`src/rtl/psr_pkg.sv`:
```
`timescale 1ns/1ps
package psr_pkg;
   typedef enum logic {
      ENC_SERVER = 1'b0,
      ENC_EMBED  = 1'b1
   } mode_enc_e;

   localparam int IDX_W = 3;

   function automatic logic [IDX_W-1:0] build_idx(input logic base,
                                                  input logic mid,
                                                  input logic top);
      return {top, mid, base};
   endfunction
endpackage

```
`src/rtl/psr_write_filter.sv`:
```
`timescale 1ns/1ps
module psr_write_filter #(
   parameter int          DATA_W  = 64,
   parameter logic [63:0] WR_MASK = 64'h9000_0000_1206_E071,
   parameter int          HV_BIT  = 60,
   parameter int          PR_BIT  = 14,
   parameter int          EE_BIT  = 15,
   parameter int          IR_BIT  = 5,
   parameter int          DR_BIT  = 4
) (
   input  logic [DATA_W-1:0] wr_value,
   input  logic              cur_hv,
   input  logic              hv_ok,
   input  logic              seg64,
   output logic [DATA_W-1:0] nxt_value
);
   localparam logic [DATA_W-1:0] MASK_W = WR_MASK[DATA_W-1:0];

   logic [DATA_W-1:0] masked;
   logic [DATA_W-1:0] protect;

   always_comb begin
      masked = wr_value & MASK_W;
   end

   always_comb begin
      protect = masked;
      if (!(hv_ok && cur_hv)) begin
         protect[HV_BIT] = cur_hv;
      end
   end

   always_comb begin
      nxt_value = protect;
      if (seg64 && protect[PR_BIT]) begin
         nxt_value[EE_BIT] = 1'b1;
         nxt_value[IR_BIT] = 1'b1;
         nxt_value[DR_BIT] = 1'b1;
      end
   end
endmodule

```
`src/rtl/psr_mode_index.sv`:
```
`timescale 1ns/1ps
module psr_mode_index #(
   parameter bit EMBED_EN = 1'b1
) (
   input  logic       embedded,
   input  logic       pr,
   input  logic       hv,
   input  logic       gs,
   input  logic [1:0] xlat,
   input  logic [1:0] aspace,
   output logic [2:0] iidx,
   output logic [2:0] didx
);
   import psr_pkg::*;

   mode_enc_e  enc;
   logic [2:0] side_idx [2];

   generate
      if (EMBED_EN) begin : g_sel_cfg
         assign enc = embedded ? ENC_EMBED : ENC_SERVER;
      end else begin : g_sel_server
         logic unused_emb;
         assign unused_emb = embedded;
         assign enc = ENC_SERVER;
      end
   endgenerate

   generate
      for (genvar s = 0; s < 2; s++) begin : g_side
         logic mid_b;
         logic top_b;
         always_comb begin
            if (enc == ENC_EMBED) begin
               mid_b = aspace[s];
               top_b = gs;
            end else begin
               mid_b = !xlat[s];
               top_b = hv;
            end
            side_idx[s] = build_idx(!pr, mid_b, top_b);
         end
      end
   endgenerate

   assign iidx = side_idx[1];
   assign didx = side_idx[0];
endmodule

```
`src/rtl/psr_side_effects.sv`:
```
`timescale 1ns/1ps
module psr_side_effects (
   input  logic       clk,
   input  logic       rst_n,
   input  logic       wr_valid,
   input  logic       embedded,
   input  logic       shadow_en,
   input  logic       irq_pending,
   input  logic       pow_ok,
   input  logic [1:0] cur_xlat,
   input  logic [1:0] nxt_xlat,
   input  logic       cur_gs,
   input  logic       nxt_gs,
   input  logic       cur_tg,
   input  logic       nxt_tg,
   input  logic       nxt_pow,
   output logic       flush_q,
   output logic       swap_q,
   output logic       halt_q
);
   logic xlat_chg;
   logic gs_chg;
   logic halt_set;

   assign xlat_chg = |(cur_xlat ^ nxt_xlat);
   assign gs_chg   = embedded && (cur_gs != nxt_gs);
   assign halt_set = wr_valid && nxt_pow && !irq_pending && pow_ok;

   always_ff @(posedge clk or negedge rst_n) begin
      if (!rst_n) begin
         flush_q <= 1'b0;
         swap_q  <= 1'b0;
      end else begin
         flush_q <= wr_valid && (xlat_chg || gs_chg);
         swap_q  <= wr_valid && shadow_en && (cur_tg != nxt_tg);
      end
   end

   always_ff @(posedge clk or negedge rst_n) begin
      if (!rst_n) begin
         halt_q <= 1'b0;
      end else if (halt_set) begin
         halt_q <= 1'b1;
      end else if (irq_pending) begin
         halt_q <= 1'b0;
      end
   end

   AST_FLUSH_NEEDS_WRITE: assert property (@(posedge clk) disable iff (!rst_n)
      flush_q |-> $past(wr_valid));
   AST_SWAP_NEEDS_SHADOW: assert property (@(posedge clk) disable iff (!rst_n)
      swap_q |-> ($past(shadow_en) && $past(wr_valid)));
   AST_IRQ_DROPS_HALT: assert property (@(posedge clk) disable iff (!rst_n)
      irq_pending |=> !halt_q);
   AST_HALT_RISE_CAUSE: assert property (@(posedge clk) disable iff (!rst_n)
      $rose(halt_q) |-> ($past(pow_ok) && $past(wr_valid)));
endmodule

```
`src/rtl/psr_write_ctrl.sv`:
```
`timescale 1ns/1ps
module psr_write_ctrl #(
   parameter int          DATA_W     = 64,
   parameter logic [63:0] WR_MASK    = 64'h9000_0000_1206_E071,
   parameter logic [63:0] FLAG_MASK  = 64'h9000_0000_0200_6031,
   parameter logic [63:0] RST_VALUE  = 64'h1000_0000_0000_0000,
   parameter logic [63:0] PREFIX_VAL = 64'h0000_0000_FFF0_0000,
   parameter bit          EMBED_EN   = 1'b1,
   parameter int          HV_BIT     = 60,
   parameter int          GS_BIT     = 28,
   parameter int          POW_BIT    = 18,
   parameter int          TG_BIT     = 17,
   parameter int          EE_BIT     = 15,
   parameter int          PR_BIT     = 14,
   parameter int          EP_BIT     = 6,
   parameter int          IR_BIT     = 5,
   parameter int          DR_BIT     = 4,
   parameter int          IS_BIT     = 5,
   parameter int          DS_BIT     = 4
) (
   input  logic              clk,
   input  logic              rst_n,
   input  logic              wr_valid,
   input  logic [DATA_W-1:0] wr_value,
   input  logic              wr_hv_ok,
   input  logic              cfg_embedded,
   input  logic              cfg_seg64,
   input  logic              cfg_shadow_en,
   input  logic [DATA_W-1:0] ext_flags,
   input  logic              irq_pending,
   input  logic              pow_ok,
   output logic [DATA_W-1:0] psr_q,
   output logic [2:0]        imode_idx,
   output logic [2:0]        dmode_idx,
   output logic [DATA_W-1:0] exec_flags,
   output logic              flush_req,
   output logic              gpr_swap,
   output logic              halt_req,
   output logic [DATA_W-1:0] excp_prefix
);
   localparam logic [DATA_W-1:0] MASK_W  = WR_MASK[DATA_W-1:0];
   localparam logic [DATA_W-1:0] FMASK_W = FLAG_MASK[DATA_W-1:0];
   localparam logic [DATA_W-1:0] RST_W   = RST_VALUE[DATA_W-1:0];
   localparam logic [DATA_W-1:0] PFX_W   = PREFIX_VAL[DATA_W-1:0];
   localparam int MAX_BIT = (HV_BIT > GS_BIT) ? HV_BIT : GS_BIT;

   generate
      if (DATA_W < 32 || DATA_W > 64 || MAX_BIT >= DATA_W) begin : g_bad_width
         $fatal(1, "psr_write_ctrl: DATA_W out of range for bit map");
      end
      if (!MASK_W[EE_BIT] || !MASK_W[IR_BIT] || !MASK_W[DR_BIT]) begin : g_bad_force
         $fatal(1, "psr_write_ctrl: forced bits must be writable");
      end
      if ((RST_W & ~MASK_W) != '0) begin : g_bad_reset
         $fatal(1, "psr_write_ctrl: reset value outside writable mask");
      end
   endgenerate

   logic [DATA_W-1:0] nxt_value;
   logic [2:0]        nxt_iidx;
   logic [2:0]        nxt_didx;

   psr_write_filter #(
      .DATA_W (DATA_W),
      .WR_MASK(WR_MASK),
      .HV_BIT (HV_BIT),
      .PR_BIT (PR_BIT),
      .EE_BIT (EE_BIT),
      .IR_BIT (IR_BIT),
      .DR_BIT (DR_BIT)
   ) u_filter (
      .wr_value (wr_value),
      .cur_hv   (psr_q[HV_BIT]),
      .hv_ok    (wr_hv_ok),
      .seg64    (cfg_seg64),
      .nxt_value(nxt_value)
   );

   psr_mode_index #(
      .EMBED_EN(EMBED_EN)
   ) u_mode (
      .embedded(cfg_embedded),
      .pr      (nxt_value[PR_BIT]),
      .hv      (nxt_value[HV_BIT]),
      .gs      (nxt_value[GS_BIT]),
      .xlat    ({nxt_value[IR_BIT], nxt_value[DR_BIT]}),
      .aspace  ({nxt_value[IS_BIT], nxt_value[DS_BIT]}),
      .iidx    (nxt_iidx),
      .didx    (nxt_didx)
   );

   psr_side_effects u_fx (
      .clk        (clk),
      .rst_n      (rst_n),
      .wr_valid   (wr_valid),
      .embedded   (cfg_embedded),
      .shadow_en  (cfg_shadow_en),
      .irq_pending(irq_pending),
      .pow_ok     (pow_ok),
      .cur_xlat   ({psr_q[IR_BIT], psr_q[DR_BIT]}),
      .nxt_xlat   ({nxt_value[IR_BIT], nxt_value[DR_BIT]}),
      .cur_gs     (psr_q[GS_BIT]),
      .nxt_gs     (nxt_value[GS_BIT]),
      .cur_tg     (psr_q[TG_BIT]),
      .nxt_tg     (nxt_value[TG_BIT]),
      .nxt_pow    (nxt_value[POW_BIT]),
      .flush_q    (flush_req),
      .swap_q     (gpr_swap),
      .halt_q     (halt_req)
   );

   always_ff @(posedge clk or negedge rst_n) begin
      if (!rst_n) begin
         psr_q      <= RST_W;
         imode_idx  <= '0;
         dmode_idx  <= '0;
         exec_flags <= '0;
      end else if (wr_valid) begin
         psr_q      <= nxt_value;
         imode_idx  <= nxt_iidx;
         dmode_idx  <= nxt_didx;
         exec_flags <= (nxt_value & FMASK_W) | ext_flags;
      end
   end

   assign excp_prefix = psr_q[EP_BIT] ? PFX_W : '0;

   AST_MASKED_BITS_ZERO: assert property (@(posedge clk) disable iff (!rst_n)
      (psr_q & ~MASK_W) == '0);
   AST_HV_PROTECT: assert property (@(posedge clk) disable iff (!rst_n)
      (wr_valid && !(wr_hv_ok && psr_q[HV_BIT])) |=> $stable(psr_q[HV_BIT]));
   AST_PR_FORCE: assert property (@(posedge clk) disable iff (!rst_n)
      (wr_valid && cfg_seg64) |=>
         (!psr_q[PR_BIT] || (psr_q[EE_BIT] && psr_q[IR_BIT] && psr_q[DR_BIT])));
   AST_IDX_PRIV_LSB: assert property (@(posedge clk) disable iff (!rst_n)
      wr_valid |=> (imode_idx[0] == !psr_q[PR_BIT] && dmode_idx[0] == !psr_q[PR_BIT]));
   AST_IDLE_HOLD: assert property (@(posedge clk) disable iff (!rst_n)
      !wr_valid |=> ($stable(psr_q) && $stable(exec_flags) && !flush_req && !gpr_swap));
endmodule

```
`config.mk`:
```
export PLATFORM = sky130hd
export DESIGN_NAME = psr_write_ctrl
export DESIGN_NICKNAME = d
export VERILOG_FILES = /design/src/rtl/psr_pkg.sv /design/src/rtl/psr_write_filter.sv /design/src/rtl/psr_mode_index.sv /design/src/rtl/psr_side_effects.sv /design/src/rtl/psr_write_ctrl.sv
export SDC_FILE = /design/constraint.sdc
export NUM_CORES = 1
export LEC_CHECK = 0
export ABC_AREA = 1
export BUFFER_PORTS_ARGS = -buffer_cell sky130_fd_sc_hd__buf_4
export CORE_AREA = 10 10 124 126
export CTS_BUF_LIST = sky130_fd_sc_hd__clkbuf_16
export DETAILED_ROUTE_END_ITERATION = 10
export DIE_AREA = 0 0 134 136
export PLACE_DENSITY = 0.68
export SETUP_SLACK_MARGIN = 0.1
export SLEW_MARGIN = 25
export SYNTH_ARGS = -nofsm -noshare
export SYNTH_HDL_FRONTEND = slang
export SYNTH_SLANG_ARGS = --single-unit
```
`constraint.sdc`:
```
create_clock -name clk -period 1.4 [get_ports clk]
set_clock_uncertainty 0.2 [all_clocks]
set_input_delay 0.21 -clock clk [delete_from_list [all_inputs] [get_ports clk]]
set_output_delay 0.21 -clock clk [all_outputs]
set_load 0.005 [all_outputs]
```
==> reports/qor.txt, run 1 <==
Critical Path RT = 0.99 ns
Post-layout net count = 897
R2R depth = 7
Fmax = 702 MHz
DRT Pass-1 Iters = 4
Post-synth cell types = 19
CTS H-tree depth = 3
Reg2reg setup slack = 0.16 ns
Initial Util = 32.0%
Total gr overflow = 0
Leakage = 0.00369 uW
Startpoint Class = flip-flop
Worst-path cell chain = buf_6 -> buf_6
CTS root buf = clkbuf_16
CP arrival = 1.01 ns
CP Depth = 2
Critical path origin = psr_q[6]$_DFFE_PN0P_
First-pass GRT wire length = 21000 um
Clk Latency, worst-skew pair = 0.34 ns
Tmin final = 1.42 ns
Total Routing Usage GR = 14.4%
Worst setup path endpoint = psr_q[6]
Drt via density = 3.91
Ys Warns = 0
Cts bufs inserted = 9
Clk sinks = 84
Worst path slowest cell = dfrtp_2
Part of the power in combinational logic = 22.8%
Max Root-Sink Buffers = 2
PwrDens = 981 nW/um^2
P_sw = 1720 uW
CTS tree = done
Initial DRC count = 130
I/O pins = 338
Synthesis-stage register bit count = 84
Critical path type = reg2out
Most frequent cells in the layout = 213 x nand2_1, 168 x buf_4, 103 x conb_1
Cell mode on critical path = buf_6
DP HPWL = 9540 um
Routability Congestion = 0.737
Final hold slack = 0.0410 ns
Hold crit path type = in2reg
Crit-path max cell delay = 0.42 ns
Final antenna-violating net count = 0
Die footprint = 18200 um^2
Vias in the first global route = 3969
Final hold vios = 0
Initial antenna violation count = 1
Internal = 4870 uW
Final WS setup = -0.0239 ns
Max VDD drop = 0.550 mV
Row cnt = 42
Via count = 3684
Placed Cells incl. Taps = 819
Maximum number of pins on one net before global-route repair = 62
Status = finished, violations left
Sequential fraction of the synthesis area = 50.6%
Largest fanout on the critical path = 7
Die height = 136 um
Average cell area after synthesis = 8.53 um^2
Clock power frac = 35.1%
Most common cell after layout, fill and taps aside = nand2_1
Max-Cap Viols = 0
Switching share of power = 26.1%
Post-route clock period utilization = 102%
Crit path buf inv count = 2
Netlist Area Pre-Place = 4150 um^2
IO buf count = 183
P&R area growth vs syn = 61.7%
Unrepaired setup endpoints after global routing = true
Crit. End Element = output pin
Seq pwr share = 42.1%
WL per Instance = 14.9 um
Capture point of the worst reg-to-reg path = u_fx.flush_q$_DFF_PN0_
Core Area = 13000 um^2
Drt drc = 0
Routed wire length = 14000 um
# setup viols final = 13
Die X = 134 um
Mapped Cells = 487
Failing checks = setup timing
Clock transition at path regs = 0.07 ns
Ratio of cells with drive above 1 in the final layout = 31.2%
Worst r2r src = psr_q[28]$_DFFE_PN0P_
Slew Viols, Final = 0
Non-filler cells, final = 941
Largest delay share family, worst path = flip-flops
[cells in the mapped netlist]
cell      instances  share of area, %
buf_4           122                22
a31oi_1           2              0.30
clkbuf_1          2              0.18
buf_6             1              0.27
a21oi_1           5              0.60
dfstp_2           1              0.63
nand2_2           1              0.15
o22a_1            3              0.63
dfrtp_1          83                50
a211oi_1          1              0.18
nand3_1           8              0.96
inv_2             1             0.090
conb_1            1             0.090
nand2_1         214                19
o21ai_0           6              0.72
o21a_1            2              0.36
buf_2            12               1.4
inv_1            10              0.90
nor2_1           12               1.1
[worst register-to-register path: stages (launching register included)]
cell and delay, ns:
dfrtp_1 0.38, buf_4 0.15, inv_4 0.05, nand2_2 0.05
nand3_2 0.06, nand3_2 0.08, nor2_2 0.11, nor2_1 0.05
[sequential cells by signal, indices dropped and copies added (netlist names)]
signal and count:
u_fx.halt_q 1, exec_flags 64, imode_idx 2, dmode_idx 2
u_fx.swap_q 1, psr_q 13, u_fx.flush_q 1
[metal layers]
layer	share of wire [%]	GRT usage, %	routed length, um
met5	0	0	0
met4	2.6	6.77	358
met3	10	6.83	1470
met2	51	25.2	7200
met1	35	14.3	4960
[final cells by class]
type / instances / area (um^2)
flip-flops and latches: 84 / 2100
fillers: 1180 / 6260
diodes: 1 / 2.50
clock inverters: 6 / 58.8
multi-input cells: 357 / 1410
repair buffers: 297 / 2650
inverters: 11 / 43.8
clock buffers: 9 / 225
well taps: 176 / 220
[worst min-delay path by stage]
stage / from / end / slack, ns / depth (start not counted)
detailed placement: rst_n / exec_flags[40]$_DFFE_PN0P_ / 0.04 / 2
global route: wr_value[4] / dmode_idx[1]$_DFFE_PN0P_ / 0.09 / 4
global placement: rst_n / exec_flags[38]$_DFFE_PN0P_ / 0.04 / 2
CTS: wr_value[4] / dmode_idx[1]$_DFFE_PN0P_ / 0.04 / 4
floorplan: rst_n / dmode_idx[1]$_DFFE_PN0P_ / -0.29 / 0
finish: wr_value[4] / dmode_idx[1]$_DFFE_PN0P_ / 0.04 / 4
[power groups by stage]
stage               clock [uW]  combinational, uW  sequential [uW]
floorplan                    0                611             2820
global route              2500               1660             2800
global placement             0               1110             2810
finish                    2310               1500             2770
CTS                       2400               1390             2760
detailed placement           0               1130             2810
[through the flow]
step | setup slack, ns | area [um^2] | utilization [%] | TNS (ns) | total power, uW
finish | -0.0239 | 6720 | 51.8 | -0.277 | 6590
global route | -0.0561 | 6720 | 51.8 | -0.691 | 6960
CTS | -0.0391 | 6480 | 49.9 | -0.478 | 6560
detailed placement | 0.0684 | 5250 | 40.4 | 0 | 3940
global placement | 0.0948 | 5250 | 40.4 | 0 | 3920
floorplan | 0.302 | 4540 | - | 0 | 3430
[cells by family (layout without fill, tap and decap cells)]
| group | count (synthesis) | count (layout) | synth area share (%) |
|---|---|---|---|
| other cells | 1 | 104 | 0.0903 |
| simple gates | 235 | 235 | 21.5 |
| buf+inv | 148 | 323 | 24.9 |
| flops | 84 | 84 | 50.6 |
| compound gates | 19 | 19 | 2.80 |
[timing repair]
action	CTS	global route
endpoints found under the hold margin	165	0
endpoints found under the setup margin	23	55
hold buffers	81	0
gates resized for setup	23	30
buffers inserted	8	17
pin swaps	0	2
No activity file was read; power rests on OpenSTA's default activity.
==> run 2, diff against run 1 <==
CORE_AREA = 10 10 129 131   (was 10 10 124 126)
DIE_AREA = 0 0 139 141   (was 0 0 134 136)
PLACE_DENSITY = 0.8   (was 0.68)
SYNTH_HIERARCHICAL = 1   (was default)
==> run 2 against run 1 <==
  * The flow still finishes with violations (setup timing)
  * Synthesized cell count increased by 53%
  * Flip-flop and latch count rose by 53
  * Sequential share of layout area grew 2.2 points
  * Wire length grew 59%
  * Critical path depth fell by 1
  * Utilization is 20 points higher
  * Area after synthesis rose by 52%
  * Critical path type unchanged
  * Largest power group unchanged
  * Maximum frequency fell by 4.1%
  * Setup slack worse by 0.060 ns
  * Total power rose by 71%
==> reports/qor.txt, run 2 <==
Post-Synth Simple-Gate Area = 24.9%
Leakage = 0.00569 uW
Worst r2r src = psr_q[60]$_DFFE_PN1P_
Max Root-Sink Buffers = 2
Core Area = 14200 um^2
Post-layout net count = 1245
Clk Latency, worst-skew pair = 0.42 ns
Highest routed layer = met4
Initial antenna violation count = 2
Row cnt = 44
Mapped Cells = 743
Die height = 141 um
Clock transition at path regs = 0.06 ns
DP HPWL = 12500 um
Synth area leaders = dfrtp_1 54%, nand2_1 25%, buf_4 16%
Crit. End Element = output pin
Post-route cell area = 10200 um^2
Adder-Cell Fraction of Synth Area = 0%
Fmax = 674 MHz
Ratio of cells with drive above 1 in the final layout = 31.4%
Die X = 139 um
WL per Instance = 17.0 um
Cts bufs inserted = 17
Most frequent cells in the layout = 410 x nand2_1, 157 x buf_4, 153 x buf_6
Initial DRC count = 348
# setup viols final = 14
Sequential fraction of the synthesis area = 54.4%
Final WS setup = -0.0842 ns
Total gr overflow = 0
Netlist Area Pre-Place = 6300 um^2
Slew Viols, Final = 0
Metal-1 WL = 7590 um
Routability Congestion = 0.773
Critical path type = reg2out
Initial Util = 44.4%
CP arrival = 1.07 ns
Die footprint = 19600 um^2
Met2 wire length = 12200 um
PwrDens = 1100 nW/um^2
Xor and xnor area share after synthesis = 0%
Biggest regs = exec_flags (64), psr_q (64)
Synthesis-stage register bit count = 137
P&R area growth vs syn = 62.4%
Startpoint Class = flip-flop
DRT Pass-1 Iters = 5
CTS root buf = clkbuf_16
Critical Path RT = 0.99 ns
Synth Area in Compound Gates = 1.15%
Non-filler cells, final = 1307
Synth top cells by count = 413 x nand2_1, 136 x dfrtp_1, 131 x buf_4
Max-Cap Viols = 0
Final hold vios = 0
Most common cell after layout, fill and taps aside = nand2_1
First-pass GRT wire length = 32700 um
Largest delay share family, worst path = flip-flops
Drt drc = 0
DP Area = 7700 um^2
I/O pins = 338
Post-synth top area cell = dfrtp_1
Multi-input logic area = 2050 um^2
Post-synth cell types = 14
CTS tree = done
Failing checks = setup timing
Post-route clock period utilization = 106%
CTS H-tree depth = 4
Max VDD drop = 0.719 mV
Total Routing Usage GR = 20.8%
Maximum number of pins on one net before global-route repair = 70
Average cell area after synthesis = 8.48 um^2
Async SR Flop Fraction = 100%
Routed wire length = 22300 um
Crit-path max cell delay = 0.55 ns
Status = finished, violations left
Most common cell in the netlist = nand2_1
Placed Cells incl. Taps = 1118
Via count = 5825
Multiplexer area fraction after synthesis = 0%
Worst path slowest cell = dfstp_2
Top-area cell type share of the netlist area = 54.0%
Critical path origin = psr_q[60]$_DFFE_PN1P_
Vias in the first global route = 6032
Crit path buf inv count = 1
Drt via density = 4.46
Final antenna-violating net count = 0
Largest family of logic cells by synthesized area = simple AND/OR/NAND/NOR gates
Tmin final = 1.48 ns
Met3 routed WL = 1590 um
Hold_sp = wr_valid
Unrepaired setup endpoints after global routing = true
Hold crit path type = in2reg
Largest fanout on the critical path = 2
Filler cell count = 905
Clk sinks = 137
Worst-path cell chain = buf_6
IO buf count = 234
Ys Warns = 6
Post-synth EDFFs = 0
Top_reg_cell synth = dfrtp_1
FF/Latch Area = 3430 um^2
==> run 2: cell count changes after synthesis, sizes merged, moves of 3 or more <==
cell   change
nand2    +198
dfrtp     +53
buf       +23
nor2      -11
nand3      -5
inv        +4
o21ai      +4
o22a       -3
==> run 2: final cells by class <==
class / count / area share [%]
Clock buffer: 17 / 4.16
Tap cell: 184 / 2.25
Clock inverter: 15 / 1.32
Multi-Input combinational cell: 534 / 20.0
Timing Repair Buffer: 403 / 38.1
Inverter: 15 / 0.575
Sequential cell: 137 / 33.5
Antenna cell: 2 / 0.0489
==> run 2: logic make-up after synthesis <==
group                  after synthesis
other                                2
AOI/OAI and AO/OA                   14
DFF                                137
and+or+nand+nor                    417
buffers and inverters              173
==> run 2: final timing paths <==
| check | end | slack, ns | cells after the start |
|---|---|---|---|
| worst min-delay path | psr_q[41]$_DFFE_PN0P_ | 0.004 | 4 |
| worst min register to register | psr_q[23]$_DFFE_PN0P_ | 0.29 | 2 |
| worst max-delay path | psr_q[60] | -0.08 | 1 |
| worst max register to register | imode_idx[2]$_DFFE_PN0P_ | 0.05 | 7 |
| min in group asynchronous | psr_q[19]$_DFFE_PN0P_ | 0.03 | 2 |
| max in group asynchronous | psr_q[6]$_DFFE_PN0P_ | 0.42 | 3 |
==> run 2: metal layers <==
metal,global-route usage [%],up-vias
met1,20.8,2757
met5,0,-
li1,-,2726
met3,6.92,67
met4,11.1,0
met2,37.4,275
==> run 2: worst min-delay path: stages <==
cell and delay [ns]:
buf_4 0.13, inv_4 0.10, nand2_1 0.07, nand2_1 0.06
==> run 2: power breakdown <==
part / switching (uW) / internal, uW / leakage (uW)
clock: 1700 / 2590 / 0.000273
combinational: 990 / 1410 / 0.00375
sequential: 274 / 4310 / 0.00166
==> run 2: through the flow <==
stage | hold slack, ns | power (uW) | utilization, % | setup slack, ns | TNS (ns)
floorplan | -0.286 | 5390 | - | 0.159 | 0
global placement | -0.0889 | 6140 | 54.2 | 0.168 | 0
detailed placement | -0.0873 | 6190 | 54.2 | 0.156 | 0
CTS | 0.00202 | 11000 | 69.5 | -0.0927 | -1.28
global route | 0.0359 | 11800 | 72.0 | -0.117 | -1.60
finish | 0.00376 | 11300 | 72.0 | -0.0842 | -1.08
==> run 2: timing repair <==
item,4_1_cts,5_1_grt
hold buffers,86,0
setup buffers,30,39
endpoints found under the hold margin,225,0
setup endpoints to repair,149,153
resized for setup,139,21
pin swaps,3,2
gates cloned,0,0
